--- src/rtl/brdctl_pkg.sv ---
package brdctl_pkg;
  localparam int ADDR_W = 10;
  localparam int DATA_W = 16;

  localparam logic [ADDR_W-1:0] A_ID_LO    = 10'h000;
  localparam logic [ADDR_W-1:0] A_ID_HI    = 10'h001;
  localparam logic [ADDR_W-1:0] A_VER_LO   = 10'h002;
  localparam logic [ADDR_W-1:0] A_VER_HI   = 10'h003;
  localparam logic [ADDR_W-1:0] A_MODE_LO  = 10'h004;
  localparam logic [ADDR_W-1:0] A_MODE_HI  = 10'h005;
  localparam logic [ADDR_W-1:0] A_APPL_LO  = 10'h006;
  localparam logic [ADDR_W-1:0] A_APPL_HI  = 10'h007;
  localparam logic [ADDR_W-1:0] A_SWITCH   = 10'h008;
  localparam logic [ADDR_W-1:0] A_RESET    = 10'h00A;
  localparam logic [ADDR_W-1:0] A_POWER    = 10'h00B;
  localparam logic [ADDR_W-1:0] A_PERI_LO  = 10'h00C;
  localparam logic [ADDR_W-1:0] A_PERI_HI  = 10'h00D;
  localparam logic [ADDR_W-1:0] A_LED      = 10'h00E;
  localparam logic [ADDR_W-1:0] A_SLOW     = 10'h300;

  // strobes from frame control to the register datapath
  typedef struct packed {
    logic              rd;
    logic              wr;
    logic [ADDR_W-1:0] addr;
    logic [DATA_W-1:0] wdata;
  } bankReq_t;

  typedef enum logic [2:0] {
    S_IDLE, S_PRE, S_START, S_OP, S_ADDR, S_TURN, S_DATA, S_RELEASE
  } frameSt_t;
endpackage

--- src/rtl/brdctl_frame.sv ---
module brdctl_frame
  import brdctl_pkg::*;
#(
  parameter int SYNC_N = 2
) (
  input  logic              clk,
  input  logic              rstN,
  input  logic              mdc,
  input  logic              mdioIn,
  input  logic [DATA_W-1:0] rdData,
  output bankReq_t          req,
  output logic              mdioOut,
  output logic              mdioOe
);
  localparam int CNT_W = $clog2(DATA_W);

  logic [SYNC_N-1:0] mdcSync, dinSync;
  logic mdcPrev, rise, bitIn;
  frameSt_t st;
  logic [CNT_W-1:0] cnt;
  logic isRead, opHi;
  logic [ADDR_W-1:0] addrSh;
  logic [DATA_W-1:0] dataSh;

  always_ff @(posedge clk or negedge rstN) begin
    if (!rstN) begin
      mdcSync <= '0;
      dinSync <= '1;
      mdcPrev <= 1'b0;
    end else begin
      mdcSync <= {mdcSync[SYNC_N-2:0], mdc};
      dinSync <= {dinSync[SYNC_N-2:0], mdioIn};
      mdcPrev <= mdcSync[SYNC_N-1];
    end
  end

  assign rise  = mdcSync[SYNC_N-1] & ~mdcPrev;
  assign bitIn = dinSync[SYNC_N-1];

  always_ff @(posedge clk or negedge rstN) begin
    if (!rstN) begin
      st      <= S_IDLE;
      cnt     <= '0;
      isRead  <= 1'b0;
      opHi    <= 1'b0;
      addrSh  <= '0;
      dataSh  <= '0;
      req     <= '0;
      mdioOut <= 1'b0;
      mdioOe  <= 1'b0;
    end else begin
      req.rd <= 1'b0;
      req.wr <= 1'b0;
      if (req.rd) dataSh <= rdData;
      if (rise) begin
        case (st)
          S_IDLE:  if (bitIn) st <= S_PRE;
          S_PRE:   if (!bitIn) st <= S_START;
          S_START: begin
            cnt <= '0;
            st  <= bitIn ? S_OP : S_IDLE;
          end
          S_OP: begin
            if (cnt == '0) begin
              opHi <= bitIn;
              cnt  <= cnt + 1'b1;
            end else begin
              cnt <= '0;
              if (opHi != bitIn) begin
                isRead <= opHi;
                st     <= S_ADDR;
              end else begin
                st <= S_IDLE;
              end
            end
          end
          S_ADDR: begin
            addrSh <= {addrSh[ADDR_W-2:0], bitIn};
            if (cnt == CNT_W'(ADDR_W - 1)) begin
              cnt      <= '0;
              st       <= S_TURN;
              req.addr <= {addrSh[ADDR_W-2:0], bitIn};
              req.rd   <= isRead;
            end else begin
              cnt <= cnt + 1'b1;
            end
          end
          S_TURN: begin
            if (cnt == '0) begin
              cnt <= cnt + 1'b1;
            end else begin
              cnt <= '0;
              st  <= S_DATA;
              if (isRead) begin
                mdioOe  <= 1'b1;
                mdioOut <= 1'b0;
              end
            end
          end
          S_DATA: begin
            if (isRead) begin
              mdioOut <= dataSh[DATA_W-1];
              dataSh  <= {dataSh[DATA_W-2:0], 1'b0};
            end else begin
              dataSh  <= {dataSh[DATA_W-2:0], bitIn};
            end
            if (cnt == CNT_W'(DATA_W - 1)) begin
              cnt <= '0;
              if (isRead) begin
                st <= S_RELEASE;
              end else begin
                st        <= S_IDLE;
                req.wr    <= 1'b1;
                req.wdata <= {dataSh[DATA_W-2:0], bitIn};
              end
            end else begin
              cnt <= cnt + 1'b1;
            end
          end
          S_RELEASE: begin
            mdioOe  <= 1'b0;
            mdioOut <= 1'b0;
            st      <= S_IDLE;
          end
          default: st <= S_IDLE;
        endcase
      end
    end
  end
endmodule

--- src/rtl/brdctl_bank.sv ---
module brdctl_bank
  import brdctl_pkg::*;
#(
  parameter int          RST_LEN    = 2048,
  parameter logic [31:0] PRODUCT_ID = 32'h5A3C_0001,
  parameter logic [31:0] FW_VERSION = 32'h2024_0107,
  parameter logic [15:0] BOARD_VER  = 16'h0102,
  parameter logic [15:0] SOC_VER    = 16'h0300,
  parameter logic [31:0] SERIAL     = 32'h0001_E240
) (
  input  logic              clk,
  input  logic              rstN,
  input  bankReq_t          req,
  input  logic [7:0]        swLo,
  input  logic [3:0]        swHi,
  output logic [DATA_W-1:0] rdData,
  output logic              resetPulse,
  output logic [31:0]       modeApplied,
  output logic [15:0]       powerCfg,
  output logic [31:0]       periCfg,
  output logic [15:0]       ledCfg
);
  localparam int RC_W = $clog2(RST_LEN + 1);

  logic [31:0] modeSetQ;
  logic [DATA_W-1:0] slowBufQ;
  logic [RC_W-1:0] rstCnt;
  logic pulseOn, slowSel;

  assign pulseOn    = rstCnt != '0;
  assign resetPulse = pulseOn;
  assign slowSel    = req.addr[ADDR_W-1:2] == A_SLOW[ADDR_W-1:2];

  function automatic logic [DATA_W-1:0] slowWord(input logic [1:0] idx);
    case (idx)
      2'd0:    return BOARD_VER;
      2'd1:    return SOC_VER;
      2'd2:    return SERIAL[15:0];
      default: return SERIAL[31:16];
    endcase
  endfunction

  always_comb begin
    rdData = '0;
    if (slowSel) begin
      rdData = slowBufQ;
    end else begin
      case (req.addr)
        A_ID_LO:   rdData = PRODUCT_ID[15:0];
        A_ID_HI:   rdData = PRODUCT_ID[31:16];
        A_VER_LO:  rdData = FW_VERSION[15:0];
        A_VER_HI:  rdData = FW_VERSION[31:16];
        A_MODE_LO: rdData = modeSetQ[15:0];
        A_MODE_HI: rdData = modeSetQ[31:16];
        A_APPL_LO: rdData = modeApplied[15:0];
        A_APPL_HI: rdData = modeApplied[31:16];
        A_SWITCH:  rdData = {4'h0, swHi, swLo};
        A_RESET:   rdData = {15'h0, pulseOn};
        A_POWER:   rdData = powerCfg;
        A_PERI_LO: rdData = periCfg[15:0];
        A_PERI_HI: rdData = periCfg[31:16];
        A_LED:     rdData = ledCfg;
        default:   rdData = '0;
      endcase
    end
  end

  always_ff @(posedge clk or negedge rstN) begin
    if (!rstN) begin
      modeSetQ    <= '0;
      modeApplied <= '0;
      powerCfg    <= '0;
      periCfg     <= '0;
      ledCfg      <= '0;
      slowBufQ    <= '0;
      rstCnt      <= '0;
    end else begin
      if (pulseOn) rstCnt <= rstCnt - 1'b1;
      if (req.rd && slowSel) slowBufQ <= slowWord(req.addr[1:0]);
      if (req.wr) begin
        case (req.addr)
          A_MODE_LO: modeSetQ[15:0]  <= req.wdata;
          A_MODE_HI: modeSetQ[31:16] <= req.wdata;
          A_POWER:   powerCfg        <= req.wdata;
          A_PERI_LO: periCfg[15:0]   <= req.wdata;
          A_PERI_HI: periCfg[31:16]  <= req.wdata;
          A_LED:     ledCfg          <= req.wdata;
          A_RESET: begin
            if (req.wdata[0] && !pulseOn) begin
              rstCnt      <= RC_W'(RST_LEN);
              modeApplied <= modeSetQ;
            end
          end
          default: ;
        endcase
      end
    end
  end
endmodule

--- src/rtl/brdctl_top.sv ---
module brdctl_top
  import brdctl_pkg::*;
#(
  parameter int          RST_LEN    = 2048,
  parameter int          SYNC_N     = 2,
  parameter logic [31:0] PRODUCT_ID = 32'h5A3C_0001,
  parameter logic [31:0] FW_VERSION = 32'h2024_0107,
  parameter logic [15:0] BOARD_VER  = 16'h0102,
  parameter logic [15:0] SOC_VER    = 16'h0300,
  parameter logic [31:0] SERIAL     = 32'h0001_E240
) (
  input  logic        clk,
  input  logic        rstN,
  input  logic        mdc,
  input  logic        mdioIn,
  output logic        mdioOut,
  output logic        mdioOe,
  input  logic [7:0]  swLo,
  input  logic [3:0]  swHi,
  output logic        resetPulse,
  output logic [31:0] modeApplied,
  output logic [15:0] powerCfg,
  output logic [31:0] periCfg,
  output logic [15:0] ledCfg
);
  bankReq_t bankReq;
  logic [DATA_W-1:0] rdData;

  brdctl_frame #(.SYNC_N(SYNC_N)) u_frame (
    .clk(clk), .rstN(rstN), .mdc(mdc), .mdioIn(mdioIn), .rdData(rdData),
    .req(bankReq), .mdioOut(mdioOut), .mdioOe(mdioOe)
  );

  brdctl_bank #(
    .RST_LEN(RST_LEN), .PRODUCT_ID(PRODUCT_ID), .FW_VERSION(FW_VERSION),
    .BOARD_VER(BOARD_VER), .SOC_VER(SOC_VER), .SERIAL(SERIAL)
  ) u_bank (
    .clk(clk), .rstN(rstN), .req(bankReq), .swLo(swLo), .swHi(swHi),
    .rdData(rdData), .resetPulse(resetPulse), .modeApplied(modeApplied),
    .powerCfg(powerCfg), .periCfg(periCfg), .ledCfg(ledCfg)
  );
endmodule

--- config.mk ---
export PLATFORM = sky130hd
export DESIGN_NAME = brdctl_top
export DESIGN_NICKNAME = d
export VERILOG_FILES = /design/src/rtl/brdctl_pkg.sv /design/src/rtl/brdctl_frame.sv /design/src/rtl/brdctl_bank.sv /design/src/rtl/brdctl_top.sv
export SDC_FILE = /design/constraint.sdc
export NUM_CORES = 1
export LEC_CHECK = 0
export BUFFER_PORTS_ARGS = -buffer_cell sky130_fd_sc_hd__buf_4
export CAP_MARGIN = 20
export CORE_UTILIZATION = 55
export CTS_BUF_LIST = sky130_fd_sc_hd__clkbuf_8
export DETAILED_ROUTE_END_ITERATION = 6
export GPL_TIMING_DRIVEN = 0
export HOLD_SLACK_MARGIN = 0.15
export PLACE_DENSITY = 0.76
export SLEW_MARGIN = 20
export SYNTH_ARGS = -nofsm -noshare
export SYNTH_HDL_FRONTEND = slang
export SYNTH_SLANG_ARGS = --single-unit
--- constraint.sdc ---
create_clock -name clk -period 7 [get_ports clk]
set_input_delay 0.7 -clock clk [delete_from_list [all_inputs] [get_ports clk]]
set_output_delay 0.7 -clock clk [all_outputs]
set_load 0.005 [all_outputs]
==> metrics.md <==
| Metric | Value |
|---|---|
| Area Overhead vs Synth | 19.7% |
| Final WS setup | around 3.7 ns |
| VDD IR-drop max | 0.000190 V |
| Commonest non-fill, non-tap cells in the layout | dfrtp_1, mux2_2, buf_4 |
| # placed instances | 1152 |
| Final setup viols | 0 |
| Setup Skew | 0.0210 ns |
| Fraction of registers with async set/reset | between 90% and 100% |
| Worst setup SP type | flop |
| Synth area leaders | dfrtp_1, mux2_2, a22oi_1 |
| Syn Area/Cell | around 12 µm² |
| Part of the cycle the worst path needs | 47.1% |
| Share of layout cells above drive strength 1 | 37.3% |
| Placement Setup Slack | about 3.9 ns |
| Clock Latency Late Sink | 0.52 ns |
| Die Span X | 137 µm |
| Hold Buf Count CTS | 1 |
| Routed len/inst | approximately 24 µm |
| Status | finished, violations left |
| Flop pwr share | 49.4% |
| Worst reg-to-reg path cell count | 7 |
| Number of core rows | 48 |
| I/O pin count | 115 |
| Largest net degree at the start of global routing | 94 |
| CTS tree | built |
| Vias in the first global route | about 7700 |
| GP Congestion | just under 1 |
| Total Wirelength | 29200 µm |
| Clk sink count | 214 |
| Hold Path Stages | 1 |
| Sw Pwr | 641 µW |
| P per Cell Area | 221 nW/µm² |
| Fin nets | about 1000 |
| Unrepaired setup endpoints after global routing | no |
| Peak Freq | 303 MHz |
| Maximum count of clock buffers along a single path | 3 |
| Slew margin rel. | 26.4% |
| H-Tree Depth | 2 |
| Tmin final | 3.30 ns |
| Clock share of power | 43.7% |
| Leak pwr | 5.88 nW |
| Worst-path fanout max | 10 |
| Global-route wire length before repair | ~44000 µm |
| Drc violations | 3 |
| Die Footprint | 18600 µm² |
| PostCTS Resize Cnt | 0 |
| Clock root cell | clkbuf_8 |
| Post-Layout Cell Count | 1217 |
| Port Buffers | ~110 |
| Largest area contributor in the netlist | dfrtp_1 |
| Syn Nets | 839 |
| Number of max-cap violations | 0 |
| Crit end category | flop |
| Flop2flop setup slack | 3.70 ns |
| Top_reg_cell synth | dfrtp_1 |
| Switch share | 24.4% |
| Max Slew Vio Count | 0 |
| Netlist cell types | 66 |
| Clk pin slew, worst setup/hold paths | 0.06 ns |
| Routed vias/inst | 6.47 |
| Diode count | 0 |
| Warnings, synthesis | 0 |
| Effective utilization at floorplan | 57.0% |
| Failing checks | DRC |
| Die height | 137 µm |
| WP data required | 7.40 ns |
| Hold WS | 0.288 ns |
| Initial antenna violation count | 0 |
| DR pass1 iterations | 7 |
| Initial drt markers | 812 |
| CTS Buf Count | 37 |
| Hold Fails Final Rpt | 0 |
| Comb power frac | 6.8% |
| EDFF count, synth | 0 |
| Commonest non-fill, non-tap cell in the layout | dfrtp_1 |
| Tightest Hold Check Type | in2reg |
| Setup tns final | 0 ns |
| Pint | around 2 mW |
| Global-route congestion overflow total | 0 |
| Syn Inst Count | between 800 and 900 |
| Sequential area share after synthesis | 53.8% |
| Yosys top cell area share | 53.3% |
| Critical Path AT | ~3.7 ns |
| Postcts setup bufs | 0 |
| Post-route ant nets | 0 |
| Core area | 17500 µm² |
| CP Class | reg2reg |
| Worst Tran Pin Value | 1.09 ns |
| Vias | 7878 |
| Hpwl dp | approximately 20000 µm |
| Mapped Area | between 9000 and 10000 µm² |
| Global-route usage over all layers | 32.3% |
| Flops & latches, synth | 214 |
==> flip-flops by register name, summed over array words and instances (netlist names) <==
name	count
u_bank.powerCfg	16
u_frame.st	3
u_bank.slowBufQ	5
u_frame.mdcPrev	1
u_frame.mdcSync	2
u_frame.mdioOe	1
u_frame.cnt	4
u_frame.dinSync	2
u_bank.modeApplied	32
u_frame.addrSh	9
u_bank.modeSetQ	32
u_bank.periCfg	32
u_frame.req	28
u_frame.dataSh	16
u_bank.ledCfg	16
u_frame.isRead	1
u_frame.mdioOut	1
u_frame.opHi	1
u_bank.rstCnt	12
==> synthesized netlist by cell type (all sizes together), types with 2 or more instances <==
cell type	instances
o2bb2ai	3
xor2	5
o21ai	20
a22oi	20
a31oi	4
clkbuf	37
nor3	21
a211oi	4
nor3b	4
dfstp	2
a21oi	29
nor2	30
and3b	2
ha	12
nor2b	8
a222oi	10
a21o	8
nor4b	3
xnor2	5
o22ai	18
nand4	4
or3	3
a2111oi	2
a22o	10
inv	14
o22a	3
or3b	2
nor4	7
buf	13
dfrtp	212
mux2	172
o211ai	3
and3	3
o31ai	7
and2	5
nand2b	7
o32ai	4
nand3	27
nand2	37
mux2i	6
a221oi	10
==> stage by stage <==
| stage | utilization [%] | power, mW | cell area, µm² |
|---|---|---|---|
| floorplan | - | 1.43 | 9960 |
| global placement | 63.5 | 1.49 | 11100 |
| detailed placement | 63.8 | 1.50 | 11200 |
| CTS | 68.2 | 2.64 | 11900 |
| global route | 68.2 | 2.73 | 11900 |
| finish | 68.2 | 2.63 | 11900 |
==> routing by layer <==
metal	global-route usage, %	part of all wire (%)	vias to the layer above	wire length (µm)
met2	48.1	45	477	13200
met4	16.2	4.6	0	1330
li1	-	-	3362	-
met5	0	0	-	0
met3	7.22	9.9	109	2890
met1	44.5	40	3930	11800
==> layout make-up <==
class | count | area (µm²)
Fill cell | 1343 | 5560
Sequential cell | 214 | 5360
Multi-Input combinational cell | 532 | 4330
Timing Repair Buffer | 117 | 928
Clock buffer | 48 | 661
Tap cell | 225 | 282
Buffer | 50 | 210
Clock inverter | 16 | 87.6
Inverter | 15 | 56.3
==> power groups by stage <==
stage | clock network (mW) | registers (mW) | logic [mW]
6_report | 1.15 | 1.30 | 0.180
5_1_grt | 1.22 | 1.30 | 0.205
4_1_cts | 1.16 | 1.30 | 0.180
3_5_place_dp | 0 | 1.32 | 0.179
3_3_place_gp | 0 | 1.32 | 0.169
2_1_floorplan | 0 | 1.31 | 0.118
==> cell families after synthesis <==
group                    share of synthesized area, %
AO/OA/AOI/OAI                                    11.7
XOR/XNOR                                        0.879
adder cells (fa/ha/maj)                          1.51
buffers and inverters                            2.68
flip-flops                                       53.8
multiplexers                                     20.1
AND/OR/NAND/NOR                                  9.35
==> path summary, 6_finish.rpt <==
check | from | endpoint
worst max-delay path | u_frame.req[17]$_DFFE_PN0P_ | u_bank.periCfg[9]$_DFFE_PN0P_
worst min-delay path | mdc | u_frame.mdcSync[0]$_DFF_PN0_
worst max register to register | u_frame.req[17]$_DFFE_PN0P_ | u_bank.periCfg[9]$_DFFE_PN0P_
worst min register to register | u_frame.mdcSync[0]$_DFF_PN0_ | u_frame.mdcSync[1]$_DFF_PN0_
max in group asynchronous | rstN | u_bank.modeApplied[9]$_DFFE_PN0P_
min in group asynchronous | rstN | u_bank.modeSetQ[16]$_DFFE_PN0P_
==> critical path, stage by stage (launching register included) <==
cell	delay (ns)
dfrtp_1	0.43
inv_1	0.15
ha_1	0.17
clkbuf_1	0.61
nor3b_2	0.79
nand3_2	0.40
buf_4	0.33
mux2_2	0.29
No activity file was read; power rests on OpenSTA's default activity.
